**config.mk**
```make
export PLATFORM = sky130hd
export DESIGN_NAME = btb_predictor
export DESIGN_NICKNAME = d
export VERILOG_FILES = /design/src/rtl/btb_pkg.sv /design/src/rtl/btb_store.sv /design/src/rtl/btb_lookup.sv /design/src/rtl/btb_train.sv /design/src/rtl/btb_predictor.sv
export SDC_FILE = /design/constraint.sdc
export NUM_CORES = 2
export LEC_CHECK = 0
export ABC_AREA = 1
export BUFFER_PORTS_ARGS = -buffer_cell sky130_fd_sc_hd__clkbuf_2
export CORE_MARGIN = 3
export CORE_UTILIZATION = 25
export DETAILED_ROUTE_END_ITERATION = 7
export PLACE_DENSITY = 0.44
export SYNTH_ARGS = -nofsm -noshare
export SYNTH_HDL_FRONTEND = slang
export SYNTH_HIERARCHICAL = 1
export SYNTH_SLANG_ARGS = --single-unit
```
**constraint.sdc**
```tcl
create_clock -name clk -period 11 [get_ports clk]
set_input_delay 1.65 -clock clk [delete_from_list [all_inputs] [get_ports clk]]
set_output_delay 1.65 -clock clk [all_outputs]
set_load 0.005 [all_outputs]
```
**src/rtl/btb_pkg.sv**
```systemverilog
// Package btb_pkg: shared types and helpers for the branch target buffer.
// Assumes a 2-bit direction counter; branch kinds are encoded on 2 bits.
package btb_pkg;

    localparam int CTR_W = 2;

    typedef enum logic [1:0] {
        BK_COND   = 2'b00,
        BK_UNCOND = 2'b01,
        BK_RETURN = 2'b10,
        BK_FAR    = 2'b11
    } br_kind_e;

    localparam logic [CTR_W-1:0] CTR_NEW_TAKEN = 2'b10;
    localparam logic [CTR_W-1:0] CTR_NEW_NOT   = 2'b01;

    // One saturating step of the direction counter.
    function automatic logic [CTR_W-1:0] ctr_step(input logic [CTR_W-1:0] c,
                                                   input logic taken);
        logic [CTR_W-1:0] r;
        r = c;
        if (taken && c != {CTR_W{1'b1}}) r = c + 1'b1;
        if (!taken && c != {CTR_W{1'b0}}) r = c - 1'b1;
        return r;
    endfunction

    // Direction predicted by a stored slot.
    function automatic logic slot_taken(input br_kind_e k,
                                        input logic [CTR_W-1:0] c);
        return (k != BK_COND) || c[CTR_W-1];
    endfunction

endpackage

```
**src/rtl/btb_store.sv**
```systemverilog
// Module btb_store: slot storage with two combinational read ports
// (lookup and retirement) and one write port applied at the clock edge.
// Assumes reads return contents from before a write in the same cycle.
module btb_store
    import btb_pkg::*;
#(
    parameter int IDX_W = 4,
    parameter int TAG_W = 26,
    parameter int PC_W  = 32
) (
    input  logic             clk,
    input  logic             rst_n,
    input  logic [IDX_W-1:0] ra_idx,
    output logic             ra_vld,
    output logic [TAG_W-1:0] ra_tag,
    output logic [PC_W-1:0]  ra_tgt,
    output br_kind_e         ra_kind,
    output logic [CTR_W-1:0] ra_ctr,
    input  logic [IDX_W-1:0] rb_idx,
    output logic             rb_vld,
    output logic [TAG_W-1:0] rb_tag,
    output logic [PC_W-1:0]  rb_tgt,
    output logic [CTR_W-1:0] rb_ctr,
    input  logic             wr_en,
    input  logic [IDX_W-1:0] wr_idx,
    input  logic [TAG_W-1:0] wr_tag,
    input  logic [PC_W-1:0]  wr_tgt,
    input  br_kind_e         wr_kind,
    input  logic [CTR_W-1:0] wr_ctr
);
    localparam int DEPTH = 1 << IDX_W;

    logic             s_vld  [DEPTH];
    logic [TAG_W-1:0] s_tag  [DEPTH];
    logic [PC_W-1:0]  s_tgt  [DEPTH];
    br_kind_e         s_kind [DEPTH];
    logic [CTR_W-1:0] s_ctr  [DEPTH];

    for (genvar e = 0; e < DEPTH; e++) begin : g_slot
        // Per-slot register: clear on reset, load on a matching write.
        always_ff @(posedge clk) begin
            if (!rst_n) begin
                s_vld[e]  <= 1'b0;
                s_tag[e]  <= '0;
                s_tgt[e]  <= '0;
                s_kind[e] <= BK_COND;
                s_ctr[e]  <= '0;
            end else if (wr_en && wr_idx == IDX_W'(e)) begin
                s_vld[e]  <= 1'b1;
                s_tag[e]  <= wr_tag;
                s_tgt[e]  <= wr_tgt;
                s_kind[e] <= wr_kind;
                s_ctr[e]  <= wr_ctr;
            end
        end
    end

    // Lookup read port.
    always_comb begin
        ra_vld  = s_vld[ra_idx];
        ra_tag  = s_tag[ra_idx];
        ra_tgt  = s_tgt[ra_idx];
        ra_kind = s_kind[ra_idx];
        ra_ctr  = s_ctr[ra_idx];
    end

    // Retirement read port (kind is rewritten on every update, so not read).
    always_comb begin
        rb_vld = s_vld[rb_idx];
        rb_tag = s_tag[rb_idx];
        rb_tgt = s_tgt[rb_idx];
        rb_ctr = s_ctr[rb_idx];
    end

endmodule

```
**src/rtl/btb_lookup.sv**
```systemverilog
// Module btb_lookup: turns a lookup and the addressed slot into a registered
// prediction, using the backward-taken rule when the slot does not match.
// Assumes the slot fields arrive combinationally for lk_pc's index.
module btb_lookup
    import btb_pkg::*;
#(
    parameter int IDX_W  = 4,
    parameter int TAG_W  = 26,
    parameter int PC_W   = 32
) (
    input  logic             clk,
    input  logic             rst_n,
    input  logic             lk_valid,
    input  logic             lk_far,
    input  logic [PC_W-1:0]  lk_pc,
    input  logic [PC_W-1:0]  lk_static_tgt,
    input  logic             sl_vld,
    input  logic [TAG_W-1:0] sl_tag,
    input  logic [PC_W-1:0]  sl_tgt,
    input  br_kind_e         sl_kind,
    input  logic [CTR_W-1:0] sl_ctr,
    output logic             pred_valid,
    output logic             pred_hit,
    output logic             pred_taken,
    output logic [PC_W-1:0]  pred_target
);
    logic            go;
    logic            hit;
    logic            nx_taken;
    logic [PC_W-1:0] nx_target;

    // Decide hit and next prediction from slot or static rule.
    always_comb begin
        go  = lk_valid && !lk_far;
        hit = sl_vld && (sl_tag == lk_pc[PC_W-1 -: TAG_W]);
        if (hit) begin
            nx_taken  = slot_taken(sl_kind, sl_ctr);
            nx_target = sl_tgt;
        end else begin
            nx_taken  = lk_static_tgt < lk_pc;
            nx_target = lk_static_tgt;
        end
    end

    // Register the prediction; zero when no lookup was served.
    always_ff @(posedge clk) begin
        if (!rst_n || !go) begin
            pred_valid  <= 1'b0;
            pred_hit    <= 1'b0;
            pred_taken  <= 1'b0;
            pred_target <= '0;
        end else begin
            pred_valid  <= 1'b1;
            pred_hit    <= hit;
            pred_taken  <= nx_taken;
            pred_target <= nx_target;
        end
    end

endmodule

```
**src/rtl/btb_train.sv**
```systemverilog
// Module btb_train: computes the slot write for a retired branch.
// Assumes the addressed slot is read combinationally; far transfers and
// not-taken conditional misses produce no write.
module btb_train
    import btb_pkg::*;
#(
    parameter int IDX_W  = 4,
    parameter int TAG_W  = 26,
    parameter int PC_W   = 32,
    parameter int ALIGN_W = 2
) (
    input  logic             rt_valid,
    input  br_kind_e         rt_kind,
    input  logic             rt_taken,
    input  logic [PC_W-1:0]  rt_pc,
    input  logic [PC_W-1:0]  rt_target,
    input  logic             sl_vld,
    input  logic [TAG_W-1:0] sl_tag,
    input  logic [PC_W-1:0]  sl_tgt,
    input  logic [CTR_W-1:0] sl_ctr,
    output logic [IDX_W-1:0] rd_idx,
    output logic             rt_hit,
    output logic             wr_en,
    output logic [IDX_W-1:0] wr_idx,
    output logic [TAG_W-1:0] wr_tag,
    output logic [PC_W-1:0]  wr_tgt,
    output br_kind_e         wr_kind,
    output logic [CTR_W-1:0] wr_ctr
);
    logic [TAG_W-1:0] rt_tag;

    // Split the retired PC into slot index and tag.
    always_comb begin
        rd_idx = rt_pc[ALIGN_W +: IDX_W];
        rt_tag = rt_pc[PC_W-1 -: TAG_W];
        rt_hit = sl_vld && (sl_tag == rt_tag);
    end

    // Choose between update-in-place, allocation, or no write.
    always_comb begin
        wr_idx  = rd_idx;
        wr_tag  = rt_tag;
        wr_kind = rt_kind;
        wr_en   = 1'b0;
        wr_tgt  = rt_target;
        wr_ctr  = rt_taken ? CTR_NEW_TAKEN : CTR_NEW_NOT;
        if (rt_valid && rt_kind != BK_FAR) begin
            if (rt_hit) begin
                wr_en  = 1'b1;
                wr_ctr = ctr_step(sl_ctr, rt_taken);
                wr_tgt = rt_taken ? rt_target : sl_tgt;
            end else if (rt_taken || rt_kind != BK_COND) begin
                wr_en  = 1'b1;
            end
        end
    end

endmodule

```
**src/rtl/btb_predictor.sv**
```systemverilog
// Module btb_predictor: direct-mapped, tagged branch target buffer with a
// backward-taken static fallback. Training comes only from retirement.
// Assumes PCs are aligned to 2**ALIGN_W bytes.
module btb_predictor
    import btb_pkg::*;
#(
    parameter int PC_W    = 32,
    parameter int IDX_W   = 4,
    parameter int ALIGN_W = 2
) (
    input  logic            clk,
    input  logic            rst_n,
    input  logic            lk_valid,
    input  logic            lk_far,
    input  logic [PC_W-1:0] lk_pc,
    input  logic [PC_W-1:0] lk_static_tgt,
    input  logic            rt_valid,
    input  logic [1:0]      rt_kind,
    input  logic            rt_taken,
    input  logic [PC_W-1:0] rt_pc,
    input  logic [PC_W-1:0] rt_target,
    output logic            pred_valid,
    output logic            pred_hit,
    output logic            pred_taken,
    output logic [PC_W-1:0] pred_target
);
    localparam int TAG_W = PC_W - IDX_W - ALIGN_W;

    logic             ra_vld, rb_vld;
    logic [TAG_W-1:0] ra_tag, rb_tag;
    logic [PC_W-1:0]  ra_tgt, rb_tgt;
    br_kind_e         ra_kind;
    logic [CTR_W-1:0] ra_ctr, rb_ctr;
    logic [IDX_W-1:0] rb_idx;
    logic             rt_hit;
    logic             wr_en;
    logic [IDX_W-1:0] wr_idx;
    logic [TAG_W-1:0] wr_tag;
    logic [PC_W-1:0]  wr_tgt;
    br_kind_e         wr_kind;
    logic [CTR_W-1:0] wr_ctr;
    br_kind_e         rt_kind_e;
    logic             unused_align;

    // Type the retire kind and mark alignment bits as intentionally unused.
    always_comb begin
        rt_kind_e    = br_kind_e'(rt_kind);
        unused_align = ^{rt_pc[ALIGN_W-1:0], lk_pc[ALIGN_W-1:0]};
    end

    btb_store #(.IDX_W(IDX_W), .TAG_W(TAG_W), .PC_W(PC_W)) u_store (
        .clk(clk), .rst_n(rst_n),
        .ra_idx(lk_pc[ALIGN_W +: IDX_W]),
        .ra_vld(ra_vld), .ra_tag(ra_tag), .ra_tgt(ra_tgt),
        .ra_kind(ra_kind), .ra_ctr(ra_ctr),
        .rb_idx(rb_idx),
        .rb_vld(rb_vld), .rb_tag(rb_tag), .rb_tgt(rb_tgt), .rb_ctr(rb_ctr),
        .wr_en(wr_en), .wr_idx(wr_idx), .wr_tag(wr_tag),
        .wr_tgt(wr_tgt), .wr_kind(wr_kind), .wr_ctr(wr_ctr)
    );

    btb_lookup #(.IDX_W(IDX_W), .TAG_W(TAG_W), .PC_W(PC_W)) u_lookup (
        .clk(clk), .rst_n(rst_n),
        .lk_valid(lk_valid), .lk_far(lk_far),
        .lk_pc(lk_pc), .lk_static_tgt(lk_static_tgt),
        .sl_vld(ra_vld), .sl_tag(ra_tag), .sl_tgt(ra_tgt),
        .sl_kind(ra_kind), .sl_ctr(ra_ctr),
        .pred_valid(pred_valid), .pred_hit(pred_hit),
        .pred_taken(pred_taken), .pred_target(pred_target)
    );

    btb_train #(.IDX_W(IDX_W), .TAG_W(TAG_W), .PC_W(PC_W),
                .ALIGN_W(ALIGN_W)) u_train (
        .rt_valid(rt_valid), .rt_kind(rt_kind_e), .rt_taken(rt_taken),
        .rt_pc(rt_pc), .rt_target(rt_target),
        .sl_vld(rb_vld), .sl_tag(rb_tag), .sl_tgt(rb_tgt), .sl_ctr(rb_ctr),
        .rd_idx(rb_idx), .rt_hit(rt_hit),
        .wr_en(wr_en), .wr_idx(wr_idx), .wr_tag(wr_tag),
        .wr_tgt(wr_tgt), .wr_kind(wr_kind), .wr_ctr(wr_ctr)
    );

endmodule

```
==> run metrics <==
status finished, final reports clean; RSZ-0062 raised after global routing false; GP Congestion 0.840; clock latency at the later pin of the worst-skew pair 0.82 ns; Critical Path Max Stage Delay 0.88 ns; Peak VDD IR 149 uV; TritonCTS clock tree built; DR WL/cell 24.4 um; worst slack, placed 2.79 ns; clock sink count 1043; largest net degree at the start of global routing 168; r2r setup slk 5.41 ns; power per cell area 151 nW/um2; Max FO, Critical Path 110; Setup crit end u_store/s_tag[7][19]$_SDFFCE_PN0P_; Hold Crit Class reg2reg; Mapped Area 62500 um2; Slew HR 12.9%; Final Hold Fails 0; area grow syn2layout 12.1%; Antenna Violating Nets Remaining 0; Mapped Cells 8394; layout cells sized above 1 6.60%; Post-Syn Nets 8563; final slew viol count 0; gr ovfl total 0; Critical R2R Launch u_store/s_tag[1][24]$_SDFFCE_PN0P_; Clock Skews 0.0496 ns; Max clock buf depth 3; post-placement cell count 11400; Avg Synthesized Cell Area 7.45 um2; Pre-antenna DRT Iters 6; setup TNS 0 ns; die outline area 256000 um2; Worst setup startpoint rt_pc[2]; Worst R2R End u_store/s_tag[4][5]$_SDFFCE_PN0P_; DRC Markers 0; Crit path required time 11.51 ns; Arrival @ worst endpoint 8.05 ns; total power 10.6 mW; fin nets 8356; Slowest-stage cell, CP buf_4; first-pass GRT wire length 396000 um; Yosys Warn Count 6; initial antenna violation count 31; PortBufs 168; All-Layer GR Usage 21.4%; critical setup path kind in2reg; Root Driver clkbuf_16; vias in the first global route 54400; leak pwr 32.6 nW; startpoint types input port; drt total wl 283000 um; TritonCTS buffer count 136; Final Setup Violations 0; H-tree depth 4; effective utilization at floorplan 25.3%; cts repair resizes 0; Reg2Reg Depth 21; number of placed I/O pins 171; Period Utilization, post-route 68.5%; clk slew on worst S/H paths 0.06 ns; Critical Path End Type register; CTS Hold Bufs 0; DPL Wire Length 155000 um; # rows 182; Final min period 7.53 ns; Non-Filler Instances 11600; Core Area 247000 um2; routed vias/inst 4.93; final worst slack 3.47 ns; fmax 0.133 GHz; Least-Margin Pin Slew 1.31 ns; most frequent CP cell nand2_1; Initial DRC Count 6123; height of the die 506 um; via count 57300; Chip Width 506 um; Setup Buffers After CTS 0; max cap viols 0
flip-flops by register name, summed over array words and instances (netlist names):
signal,flops
u_store/s_tgt,512
u_store/s_ctr,32
u_lookup/pred_taken,1
u_store/s_tag,416
u_store/s_kind,32
u_lookup/pred_valid,1
u_lookup/pred_hit,1
u_store/s_vld,16
u_lookup/pred_target,32
metrics by stage:
| step | hold WS (ns) | utilization [%] | cell area (um2) |
|---|---|---|---|
| floorplan | 0.467 | - | 62500 |
| global route | 0.524 | 28.3 | 70000 |
| finish | 0.506 | 28.3 | 70000 |
| CTS | 0.507 | 28.3 | 70000 |
| detailed placement | 0.494 | 26.5 | 65600 |
| global placement | 0.488 | 26.5 | 65600 |
metal layers:
metal | wire (um) | global-route usage (%) | up-vias
met2 | 128000 | 34.2 | 2978
met3 | 23500 | 3.70 | 699
met5 | 95 | 0 | -
met1 | 116000 | 27.4 | 27600
met4 | 15900 | 11.7 | 16
li1 | - | - | 26000
cell usage in the layout, fill, tap and decap left out, drive strengths merged, types with 36 or more instances in the layout:
cell type and n:
edfxtp 1007, o21ai 52, clkbuf 333, dfxtp 36, inv 1290, nand2 2378
buf 123, clkinv 57, nor2 1112, nand3 1778
worst min path at each step:
stage,startpoint,end,depth (start not counted)
3_3_place_gp,u_store/s_vld[8]$_DFF_P_,u_store/s_vld[8]$_DFF_P_,2
6_report,u_store/s_vld[8]$_DFF_P_,u_store/s_vld[8]$_DFF_P_,2
4_1_cts,u_store/s_vld[8]$_DFF_P_,u_store/s_vld[8]$_DFF_P_,2
5_1_grt,u_store/s_vld[8]$_DFF_P_,u_store/s_vld[8]$_DFF_P_,2
3_5_place_dp,u_store/s_vld[8]$_DFF_P_,u_store/s_vld[8]$_DFF_P_,2
2_1_floorplan,u_store/s_vld[8]$_DFF_P_,u_store/s_vld[8]$_DFF_P_,2
power breakdown:
part,internal [mW],switching [mW]
logic,0.378,1.16
clock network,2.53,1.90
registers,4.58,0.0547
total,7.49,3.12
area by class of cell:
type,instances,area (um2)
fill,26700,177000
clock inverter,67,719
inverter,1289,4890
tap,3312,4140
multi-input combinational,5436,23800
sequential,1043,31000
antenna,13,32.5
clock buffer,175,3650
timing repair buffer,281,1870
critical path, delay by kind of cell:
family	cells	cell delay, ns
buffers and inverters	9	3.63
and+or+nand+nor	17	2.37
(Power assumes the default switching activity.)
